==> src/rtl/intr_dispatch_pkg.sv <==
package intr_dispatch_pkg;
  localparam int XLEN        = 64;
  localparam int SEL_W       = 16;
  localparam int FRAME_WORDS = 5;
  localparam int FRAME_BYTES = FRAME_WORDS * 8;
  localparam int IDX_W       = $clog2(FRAME_WORDS);
  localparam int ALIGN_BITS  = 4;

  localparam int FL_TRAP   = 8;
  localparam int FL_INTEN  = 9;
  localparam int FL_NEST   = 14;
  localparam int FL_RESUME = 16;

  typedef enum logic [1:0] {
    FLT_NONE  = 2'd0,
    FLT_GP    = 2'd1,
    FLT_UNSUP = 2'd2
  } fault_e;

  typedef enum logic [3:0] {
    S_IDLE, S_RQ_GLO, S_WT_GLO, S_RQ_GHI, S_WT_GHI, S_CHK_GATE,
    S_RQ_CD, S_WT_CD, S_CHK_STK, S_WRITE
  } state_e;

  typedef struct packed {
    logic [XLEN-1:0]  target;
    logic [SEL_W-1:0] sel;
    logic [2:0]       ist;
    logic [3:0]       gtype;
  } gate_fields_t;

  function automatic logic [XLEN-1:0] gate_addr_f(input logic [XLEN-1:0] base,
                                                  input logic [XLEN-1:0] vec);
    return base + (vec << 4);
  endfunction

  function automatic logic [XLEN-1:0] desc_addr_f(input logic [SEL_W-1:0] sel,
                                                  input logic [XLEN-1:0] ltab,
                                                  input logic [XLEN-1:0] gtab);
    logic [XLEN-1:0] idx;
    idx = {{(XLEN-SEL_W){1'b0}}, sel[SEL_W-1:3], 3'b000};
    return (sel[2] ? ltab : gtab) + idx;
  endfunction

  function automatic logic [XLEN-1:0] stack_top_f(input logic [XLEN-1:0] sp);
    logic [XLEN-1:0] d;
    d = sp - XLEN'(FRAME_BYTES);
    return {d[XLEN-1:ALIGN_BITS], {ALIGN_BITS{1'b0}}};
  endfunction

  function automatic logic [XLEN-1:0] flags_f(input logic [XLEN-1:0] f,
                                              input logic keep_ie);
    logic [XLEN-1:0] r;
    r = f;
    r[FL_TRAP]   = 1'b0;
    r[FL_NEST]   = 1'b0;
    r[FL_RESUME] = 1'b0;
    if (!keep_ie) r[FL_INTEN] = 1'b0;
    return r;
  endfunction
endpackage

==> src/rtl/intr_gate_decode.sv <==
module intr_gate_decode
  import intr_dispatch_pkg::*;
(
  input  logic [XLEN-1:0] gate_lo,
  input  logic [XLEN-1:0] gate_hi,
  input  logic [XLEN-1:0] code_desc,
  input  logic [1:0]      cur_cpl,
  output gate_fields_t    fields,
  output logic            type_ok,
  output logic            stack_switch
);
  logic [1:0] tgt_dpl;

  always_comb begin
    fields.target = {gate_hi[31:0], gate_lo[63:48], gate_lo[15:0]};
    fields.sel    = gate_lo[31:16];
    fields.ist    = gate_lo[34:32];
    fields.gtype  = gate_lo[43:40];
    tgt_dpl       = code_desc[46:45];
    type_ok       = (gate_lo[43:41] == 3'b111);
    stack_switch  = (fields.ist != 3'd0) || (tgt_dpl != cur_cpl);
  end
endmodule

==> src/rtl/intr_frame_sel.sv <==
module intr_frame_sel
  import intr_dispatch_pkg::*;
(
  input  logic [IDX_W-1:0] idx,
  input  logic [XLEN-1:0]  frame_base,
  input  logic [XLEN-1:0]  ret_ip,
  input  logic [SEL_W-1:0] ret_cs,
  input  logic [XLEN-1:0]  ret_flags,
  input  logic [XLEN-1:0]  ret_sp,
  input  logic [SEL_W-1:0] ret_ss,
  output logic [XLEN-1:0]  addr,
  output logic [XLEN-1:0]  data
);
  always_comb begin
    addr = frame_base + {{(XLEN-IDX_W-3){1'b0}}, idx, 3'b000};
    case (idx)
      IDX_W'(0): data = ret_ip;
      IDX_W'(1): data = {{(XLEN-SEL_W){1'b0}}, ret_cs};
      IDX_W'(2): data = ret_flags;
      IDX_W'(3): data = ret_sp;
      default:   data = {{(XLEN-SEL_W){1'b0}}, ret_ss};
    endcase
  end
endmodule

==> src/rtl/intr_dispatch_seq.sv <==
module intr_dispatch_seq
  import intr_dispatch_pkg::*;
#(
  parameter int VEC_W = 8
) (
  input  logic             clk,
  input  logic             rst,
  input  logic             start,
  input  logic [VEC_W-1:0] vector,
  input  logic [63:0]      vec_tbl_base,
  input  logic [63:0]      local_tbl_base,
  input  logic [63:0]      global_tbl_base,
  input  logic [63:0]      cur_ip,
  input  logic [63:0]      cur_sp,
  input  logic [15:0]      cur_cs,
  input  logic [15:0]      cur_ss,
  input  logic [63:0]      cur_flags,
  output logic             rd_valid,
  output logic [63:0]      rd_addr,
  input  logic             rd_ready,
  input  logic             rd_rvalid,
  input  logic [63:0]      rd_rdata,
  output logic             wr_valid,
  output logic [63:0]      wr_addr,
  output logic [63:0]      wr_data,
  input  logic             wr_ready,
  output logic             busy,
  output logic             done,
  output logic [1:0]       fault_code,
  output logic [63:0]      new_ip,
  output logic [15:0]      new_cs,
  output logic [63:0]      new_sp,
  output logic [63:0]      new_flags
);
  state_e           state;
  logic [VEC_W-1:0] l_vec;
  logic [XLEN-1:0]  l_tbl, l_ltab, l_gtab, l_ip, l_sp, l_flags;
  logic [SEL_W-1:0] l_cs, l_ss;
  logic [XLEN-1:0]  gate_lo, gate_hi, code_desc;
  logic [IDX_W-1:0] wr_idx;
  logic             done_q;
  logic [1:0]       fault_q;
  logic [XLEN-1:0]  ip_q, sp_q, flags_q;
  logic [SEL_W-1:0] cs_q;

  gate_fields_t     gf;
  logic             type_ok, stack_switch;
  logic [XLEN-1:0]  g_addr, cd_addr, frame_base, tgt_flags;

  // named internal events for the checker
  logic ev_accept, ev_gate_fault, ev_stack_fault, ev_wr_beat, ev_commit;

  intr_gate_decode u_dec (
    .gate_lo      (gate_lo),
    .gate_hi      (gate_hi),
    .code_desc    (code_desc),
    .cur_cpl      (l_cs[1:0]),
    .fields       (gf),
    .type_ok      (type_ok),
    .stack_switch (stack_switch)
  );

  assign g_addr     = gate_addr_f(l_tbl, {{(XLEN-VEC_W){1'b0}}, l_vec});
  assign cd_addr    = desc_addr_f(gf.sel, l_ltab, l_gtab);
  assign frame_base = stack_top_f(l_sp);
  assign tgt_flags  = flags_f(l_flags, gf.gtype[0]);

  intr_frame_sel u_frame (
    .idx        (wr_idx),
    .frame_base (frame_base),
    .ret_ip     (l_ip),
    .ret_cs     (l_cs),
    .ret_flags  (l_flags),
    .ret_sp     (l_sp),
    .ret_ss     (l_ss),
    .addr       (wr_addr),
    .data       (wr_data)
  );

  always_comb begin
    rd_valid = 1'b0;
    rd_addr  = '0;
    case (state)
      S_RQ_GLO: begin rd_valid = 1'b1; rd_addr = g_addr;            end
      S_RQ_GHI: begin rd_valid = 1'b1; rd_addr = g_addr + XLEN'(8); end
      S_RQ_CD:  begin rd_valid = 1'b1; rd_addr = cd_addr;           end
      default:  ;
    endcase
  end

  assign wr_valid       = (state == S_WRITE);
  assign ev_accept      = (state == S_IDLE) && start;
  assign ev_gate_fault  = (state == S_CHK_GATE) && !type_ok;
  assign ev_stack_fault = (state == S_CHK_STK) && stack_switch;
  assign ev_wr_beat     = wr_valid && wr_ready;
  assign ev_commit      = ev_wr_beat && (wr_idx == IDX_W'(FRAME_WORDS-1));

  always_ff @(posedge clk) begin
    if (rst) begin
      state     <= S_IDLE;
      l_vec     <= '0;
      l_tbl     <= '0;
      l_ltab    <= '0;
      l_gtab    <= '0;
      l_ip      <= '0;
      l_sp      <= '0;
      l_flags   <= '0;
      l_cs      <= '0;
      l_ss      <= '0;
      gate_lo   <= '0;
      gate_hi   <= '0;
      code_desc <= '0;
      wr_idx    <= '0;
      done_q    <= 1'b0;
      fault_q   <= FLT_NONE;
      ip_q      <= '0;
      sp_q      <= '0;
      flags_q   <= '0;
      cs_q      <= '0;
    end else begin
      done_q <= 1'b0;
      case (state)
        S_IDLE: if (start) begin
          l_vec   <= vector;
          l_tbl   <= vec_tbl_base;
          l_ltab  <= local_tbl_base;
          l_gtab  <= global_tbl_base;
          l_ip    <= cur_ip;
          l_sp    <= cur_sp;
          l_flags <= cur_flags;
          l_cs    <= cur_cs;
          l_ss    <= cur_ss;
          fault_q <= FLT_NONE;
          state   <= S_RQ_GLO;
        end
        S_RQ_GLO: if (rd_ready) state <= S_WT_GLO;
        S_WT_GLO: if (rd_rvalid) begin
          gate_lo <= rd_rdata;
          state   <= S_RQ_GHI;
        end
        S_RQ_GHI: if (rd_ready) state <= S_WT_GHI;
        S_WT_GHI: if (rd_rvalid) begin
          gate_hi <= rd_rdata;
          state   <= S_CHK_GATE;
        end
        S_CHK_GATE: begin
          if (!type_ok) begin
            fault_q <= FLT_GP;
            done_q  <= 1'b1;
            state   <= S_IDLE;
          end else begin
            state <= S_RQ_CD;
          end
        end
        S_RQ_CD: if (rd_ready) state <= S_WT_CD;
        S_WT_CD: if (rd_rvalid) begin
          code_desc <= rd_rdata;
          state     <= S_CHK_STK;
        end
        S_CHK_STK: begin
          if (stack_switch) begin
            fault_q <= FLT_UNSUP;
            done_q  <= 1'b1;
            state   <= S_IDLE;
          end else begin
            wr_idx <= '0;
            state  <= S_WRITE;
          end
        end
        S_WRITE: if (wr_ready) begin
          if (wr_idx == IDX_W'(FRAME_WORDS-1)) begin
            ip_q    <= gf.target;
            cs_q    <= gf.sel;
            sp_q    <= frame_base;
            flags_q <= tgt_flags;
            done_q  <= 1'b1;
            state   <= S_IDLE;
          end else begin
            wr_idx <= wr_idx + IDX_W'(1);
          end
        end
        default: state <= S_IDLE;
      endcase
    end
  end

  assign busy       = (state != S_IDLE);
  assign done       = done_q;
  assign fault_code = fault_q;
  assign new_ip     = ip_q;
  assign new_cs     = cs_q;
  assign new_sp     = sp_q;
  assign new_flags  = flags_q;
endmodule

==> config.mk <==
export PLATFORM = sky130hd
export DESIGN_NAME = intr_dispatch_seq
export DESIGN_NICKNAME = d
export VERILOG_FILES = /design/src/rtl/intr_dispatch_pkg.sv /design/src/rtl/intr_gate_decode.sv /design/src/rtl/intr_frame_sel.sv /design/src/rtl/intr_dispatch_seq.sv
export SDC_FILE = /design/constraint.sdc
export NUM_CORES = 2
export LEC_CHECK = 0
export BUFFER_PORTS_ARGS = -buffer_cell sky130_fd_sc_hd__buf_2
export CAP_MARGIN = 20
export CORE_AREA = 2 2 347 349
export DETAILED_ROUTE_END_ITERATION = 10
export DIE_AREA = 0 0 349 351
export HOLD_SLACK_MARGIN = 0.08
export PLACE_DENSITY_LB_ADDON = 0.25
export SYNTH_ARGS = -nofsm -noshare
export SYNTH_HDL_FRONTEND = slang
export SYNTH_SLANG_ARGS = --single-unit
==> constraint.sdc <==
create_clock -name clk -period 12.8 [get_ports clk]
set_clock_uncertainty 0.2 [all_clocks]
set_input_delay 1.92 -clock clk [delete_from_list [all_inputs] [get_ports clk]]
set_output_delay 1.92 -clock clk [all_outputs]
set_load 0.02 [all_outputs]
Word level (Yosys, flattened, before mapping)
Cells that the tools add are included.
{"block": "classes", "n_mux": 30, "n_addsub": 6, "n_lt_le_gt_ge": 0, "n_bitwise": 0, "n_eq_ne": 28, "div_mod_pow": 0, "n_mul": 0, "reduce_logical": 16, "shift": 0}
{"op": "64-bit case mux with 4 select lines", "count": 1}
{"op": "64-bit case mux with 3 select lines", "count": 1}
{"op": "64-bit by 12-bit adder with 64-bit output", "count": 1}
{"op": "64-bit by 16-bit adder with 64-bit output", "count": 1}
{"op": "64-bit by 4-bit adder with 64-bit output, second input constant", "count": 1}
{"op": "64-bit by 6-bit adder with 64-bit output", "count": 1}
{"op": "64-bit two-way mux", "count": 1}
{"op": "64-bit by 6-bit subtractor with 64-bit output, second input constant", "count": 1}
{"op": "4-bit two-way mux", "count": 10}
{"op": "4-bit case mux with 10 select lines", "count": 1}
{"op": "2-bit != test, second input constant", "count": 11}
{"op": "4-bit by 3-bit equality test with 1-bit output, second input constant", "count": 4}
{"op": "3-bit two-way mux", "count": 4}
{"op": "9-bit AND reduction", "count": 1}
{"op": "4-bit by 2-bit equality test with 1-bit output, second input constant", "count": 2}
{"op": "4-bit equality test, second input constant", "count": 2}
{"op": "2-bit AND reduction", "count": 4}
{"op": "4-bit AND reduction", "count": 2}
{"op": "3-bit by 2-bit equality test with 1-bit output, second input constant", "count": 2}
{"op": "3-bit equality test, second input constant", "count": 2}
{"op": "1-bit two-way mux", "count": 6}
{"op": "2-bit two-way mux", "count": 3}
{"op": "2-bit case mux with 3 select lines", "count": 1}
{"op": "3-bit case mux with 2 select lines", "count": 1}
{"op": "14 further kinds", "count": 16}
{"block": "word_totals", "memories": 0, "romBits": 0, "latch_bits": 0, "ramBits": 0, "inputBits": 494, "out_inout_bits": 406, "ff_bits": 778, "wordCells": 100}

Longest topological paths before layout
{"block": "logic_depth", "ltp_word": 4, "ltp_mapped": 20, "depth_no_buf": 13}

Modules after synthesis
A second synthesis with hierarchy kept.
{"block": "unflattened", "hier_cells": 5279, "area_unflattened_um2": 39695.6}
{"module": "intr_dispatch_seq", "cells_each": 4741, "area_per_inst_um2": 35833.1, "seq_area_each_um2": 16555.9, "instances": 1}
{"module": "intr_frame_sel", "cells_each": 446, "area_per_inst_um2": 3170.5, "seq_area_each_um2": 0.0, "instances": 1}
{"module": "intr_gate_decode", "cells_each": 92, "area_per_inst_um2": 691.9, "seq_area_each_um2": 0.0, "instances": 1}

Least setup slack after synthesis
OpenSTA, ideal clock, no wires.
{"block": "synth_timing", "kind": "reg-to-output", "start": "register gate_lo[18]", "end": "output port rd_addr[39]", "t_required_ns": 10.680, "t_arrival_ns": 5.997, "path_stages_with_launch": 21, "path_slack_ns": 4.683, "n_path_buf": 8, "path_cell_list": "dfxtp_1 -> clkbuf_1 -> clkbuf_1 -> clkbuf_1 -> clkbuf_1 -> buf_1 -> clkbuf_1 -> buf_1 -> clkbuf_1 -> mux2_2 -> ha_1 -> a21oi_1 -> o21bai_1 -> a211oi_1 -> nor4b_1 -> nor2_1 -> nor2_1 -> nand2_1 -> or4_1 -> xnor2_1 -> o22ai_1"}
{"block": "synth_between", "elab_chain_cells": 3}
{"element": "start, declared", "line": "intr_dispatch_seq.sv:39", "source": "logic [XLEN-1:0] gate_lo, gate_hi, code_desc;"}
{"element": "start signal, assigned", "line": "intr_dispatch_seq.sv:138", "source": "gate_lo <= rd_rdata;"}
{"element": "64-bit two-way mux", "line": "intr_dispatch_pkg.sv:42", "source": "return (sel[2] ? ltab : gtab) + idx;"}
{"element": "64-bit by 16-bit adder with 64-bit output", "line": "intr_dispatch_pkg.sv:42"}
{"element": "64-bit case mux with 3 select lines", "line": "intr_dispatch_seq.sv:83", "source": "case (state)"}
{"element": "end, declared", "line": "intr_dispatch_seq.sv:19", "source": "output logic [63:0] rd_addr,"}
Every way passes these cells.

Final worst setup path
{"block": "layout_timing", "start": "register l_tbl[4]", "end": "output port rd_addr[49]"}
{"block": "layout_between", "elab_chain_cells": 3}
{"element": "start, declared", "line": "intr_dispatch_seq.sv:37", "source": "logic [XLEN-1:0] l_tbl, l_ltab, l_gtab, l_ip, l_sp, l_flags;"}
{"element": "start signal, assigned", "line": "intr_dispatch_seq.sv:125", "source": "l_tbl <= vec_tbl_base;"}
{"element": "64-bit by 12-bit adder with 64-bit output (*)", "line": "intr_dispatch_pkg.sv:34", "source": "return base + (vec << 4);"}
{"element": "64-bit by 4-bit adder with 64-bit output", "line": "intr_dispatch_seq.sv:85", "source": "S_RQ_GHI: begin rd_valid = 1'b1; rd_addr = g_addr + XLEN'(8); end"}
{"element": "64-bit case mux with 3 select lines (*)", "line": "intr_dispatch_seq.sv:83"}
Mark *: on every way between the ends. The rest lies on a longest branch, timed or not.

==> metrics <==
DR vias=between 30000 and 40000; antenna violations before repair=between 50 and 60; Slew Viols, Final=0; register area share after synthesis=0.4070; Initial Util=0.2992; WP data arrival=between 5 and 6 ns; slowest stage cell, crit path=a211oi_1; Total Power=approximately 7.8 mW; slack of the worst reg-to-reg path=approximately 8.4 ns; CP Depth=14; gpl congestion=around 0.93; IO Pins=900; first drt pass iteration count=9; reg2reg end=l_tbl[41]; DP Wirelength=~120000 µm; WL per Instance=about 22 µm; total core area=119000 µm²; Worst-path clk slew=roughly 0.060 ns; initial DRC count=roughly 3100; Die Ht=351 µm; Die Area=between 100000 and 150000 µm²; reg2reg start=state[0]; ys async rst share=0; Tightest Hold Check Type=flop to flop; post-route DRC violation count=0; max incr delay on CP=0.73 ns; Syn Area/Cell=around 7.4 µm²; minimum clock period=8.043 ns; crit-path cells=ha_1 -> inv_1 -> fa_1 -> nand2b_1 -> a211oi_1 -> o211ai_1 -> or3_1 -> a2bb2o_1 -> nor3_1 -> nand2_1 -> nor4_1 -> a21oi_1 -> o31ai_1 -> buf_2; CP bufs+invs=2; vias per cell=approximately 5.2; commonest non-fill, non-tap cells in the layout=nand2_1 (1467), buf_2 (883), dfxtp_1 (723); worst reg-to-reg path cell count=6; Rows=127; drt total wl=158600 µm; startpoint types=flop; worst-skew pair later-pin latency=0.67 ns; Max-Cap Viols=0; Leak=roughly 17 nW; Critical Path Start=l_tbl[4]; root buf cell=clkbuf_16; Synth cell types=80; TritonCTS clock tree=built; Slew headroom=0.2319; Final Hold Fails=0; CP endpoint=rd_addr[49]; Post-synth EDFFs=0; Worst Setup End Kind=output port; Main synth FF type=dfxtp_1; RSZ-0062 raised after global routing=no; fraction of layout cells with a size suffix above 1=0.2032; VDD IR max=between 0.1 and 0.15 mV; CP required=~11 ns; post-route clock period utilization=0.6284; vias in the first global route=34240; Final nets=~6000; grt ovf=0; worst-path fanout max=9; Fillers=~13000; clock buffer depth=3; Post-CTS Setup Inserts=0; Synth-to-Final Area Change=23.68%; largest net degree at the start of global routing=200; GRT Resource Usage Total=0.2450; Sink Count=~720; CP top delay family=compound AO/OA/AOI/OAI gates; f_max=between 0.1 and 0.15 GHz; Seq cells post-synth=724; status=finished clean; Final ANT Viol Nets=0; setup TNS=0 ns; commonest non-fill, non-tap cell in the layout=nand2_1; count of final setup violators=0; Num CTS Buffers=84; Port Buffers=roughly 900; Hold Buf Count CTS=0; H-tree depth=3; global-route wire length before repair=roughly 230000 µm; Mapped Area=roughly 36000 µm²; Die X=approximately 350 µm; cells after synthesis=between 4000 and 5000; Worst Tran Pin Value=around 1.2 ns; CTS-repair resized insts=0; WS Path Type=flop to output port; YS warnings=0; PwrDens=roughly 180 nW/µm²
==> per-layer routing <==
metal | up-vias | global-route usage | share of wire | wire [µm]
met3 | 297 | 0.05838 | 0.079 | 12590
li1 | 17840 | - | - | -
met2 | 1411 | 0.3981 | 0.46 | 73180
met1 | 17550 | 0.3075 | 0.41 | 65600
met4 | 32 | 0.1099 | 0.044 | 7029
met5 | - | 0 | 0.0013 | 200
==> sequential cells by signal, summed over array words and instances, names as in the netlist, 2 cells and up <==
| register | count |
|---|---|
| new_ip | 64 |
| l_cs | 16 |
| gate_lo | 55 |
| l_flags | 64 |
| wr_idx | 3 |
| fault_code | 2 |
| l_tbl | 64 |
| new_flags | 61 |
| l_ltab | 64 |
| l_sp | 64 |
| state | 4 |
| code_desc | 2 |
| new_cs | 16 |
| l_ip | 64 |
| l_vec | 8 |
| gate_hi | 32 |
| new_sp | 60 |
| l_ss | 16 |
| l_gtab | 64 |
==> power breakdown <==
part | leakage (nW) | total [mW] | switching (mW) | internal [mW]
logic | 9.77 | 2.40 | 1.65 | 0.745
clock network | 1.43 | 2.57 | 1.05 | 1.51
registers | 5.89 | 2.86 | 0.332 | 2.53
==> worst min-delay path by stage <==
stage                startpoint          to  slack, ns  depth (start not counted)
floorplan            l_gtab[23]  l_gtab[23]       0.23                          2
global placement    gate_lo[63]  new_ip[31]       0.24                          2
detailed placement   new_ip[26]  new_ip[26]       0.24                          2
CTS                 gate_hi[13]  new_ip[45]       0.25                          2
global route        gate_lo[60]  new_ip[28]       0.26                          2
finish              gate_hi[13]  new_ip[45]       0.25                          2
==> synth_stat cells, types with 12 or more instances <==
cell	instances	area [µm²]
nor4_1	47	294.0
inv_1	78	292.8
nand2_1	1467	5507
or3_1	33	206.5
nor2b_1	12	75.07
nand4_1	43	269.0
ha_1	30	375.4
a222oi_1	48	480.5
mux2_2	18	202.7
and3_1	21	131.4
and2_1	13	81.33
nor3_1	78	390.4
or2_2	15	93.84
xor2_1	109	954.7
clkbuf_1	336	1261
a21o_1	23	172.7
dfxtp_1	724	14490
o22ai_1	58	362.9
o21ai_0	61	305.3
mux2i_1	47	470.5
a31oi_1	28	175.2
a211oi_1	72	540.5
a21oi_1	710	3553
a22oi_1	34	255.2
nand2b_1	13	81.33
xnor2_1	161	1410
nand3b_1	14	105.1
nand3_1	90	450.4
nor2_1	232	870.8
or4_1	24	180.2
==> worst register-to-register path, cell delays in order, from the launching register on <==
cell and delay, ns:
dfxtp_1 0.45, nor2_1 0.61, and3_4 1.00, buf_4 0.69, buf_4 0.83, nand2_1 0.33, a21oi_1 0.19
==> kinds of logic after synthesis <==
logic type | share of synthesized area
XOR/XNOR | 0.06640
buffers and inverters | 0.04862
AO/OA/AOI/OAI | 0.1887
adder cells (fa/ha/maj) | 0.01223
other | 0.0001053
flip-flops | 0.4070
AND/OR/NAND/NOR | 0.2580
multiplexers | 0.01890
==> layout make-up <==
cell class	instances	area [µm²]	area share
tap	1548	1937	0.04397
inverter	78	292.8	0.006647
clock inverter	33	455.4	0.01034
sequential	724	14500	0.3291
antenna	26	65.06	0.001477
clock buffer	120	2470	0.05607
multi-input combinational	3668	19490	0.4424
timing repair buffer	928	4843	0.1100
==> stage by stage <==
stage	utilization	std cells	hold WS [ns]	area, µm²	setup slack, ns
floorplan	-	4835	0.2318	35650	4.683
global placement	0.3446	6942	0.2361	41020	5.412
detailed placement	0.3447	6943	0.2429	41020	5.366
CTS	0.3692	7096	0.2478	43950	4.599
global route	0.3699	7115	0.2647	44020	4.344
finish	0.3701	7125	0.2464	44050	4.757
Power figures use the tool's default switching activity.
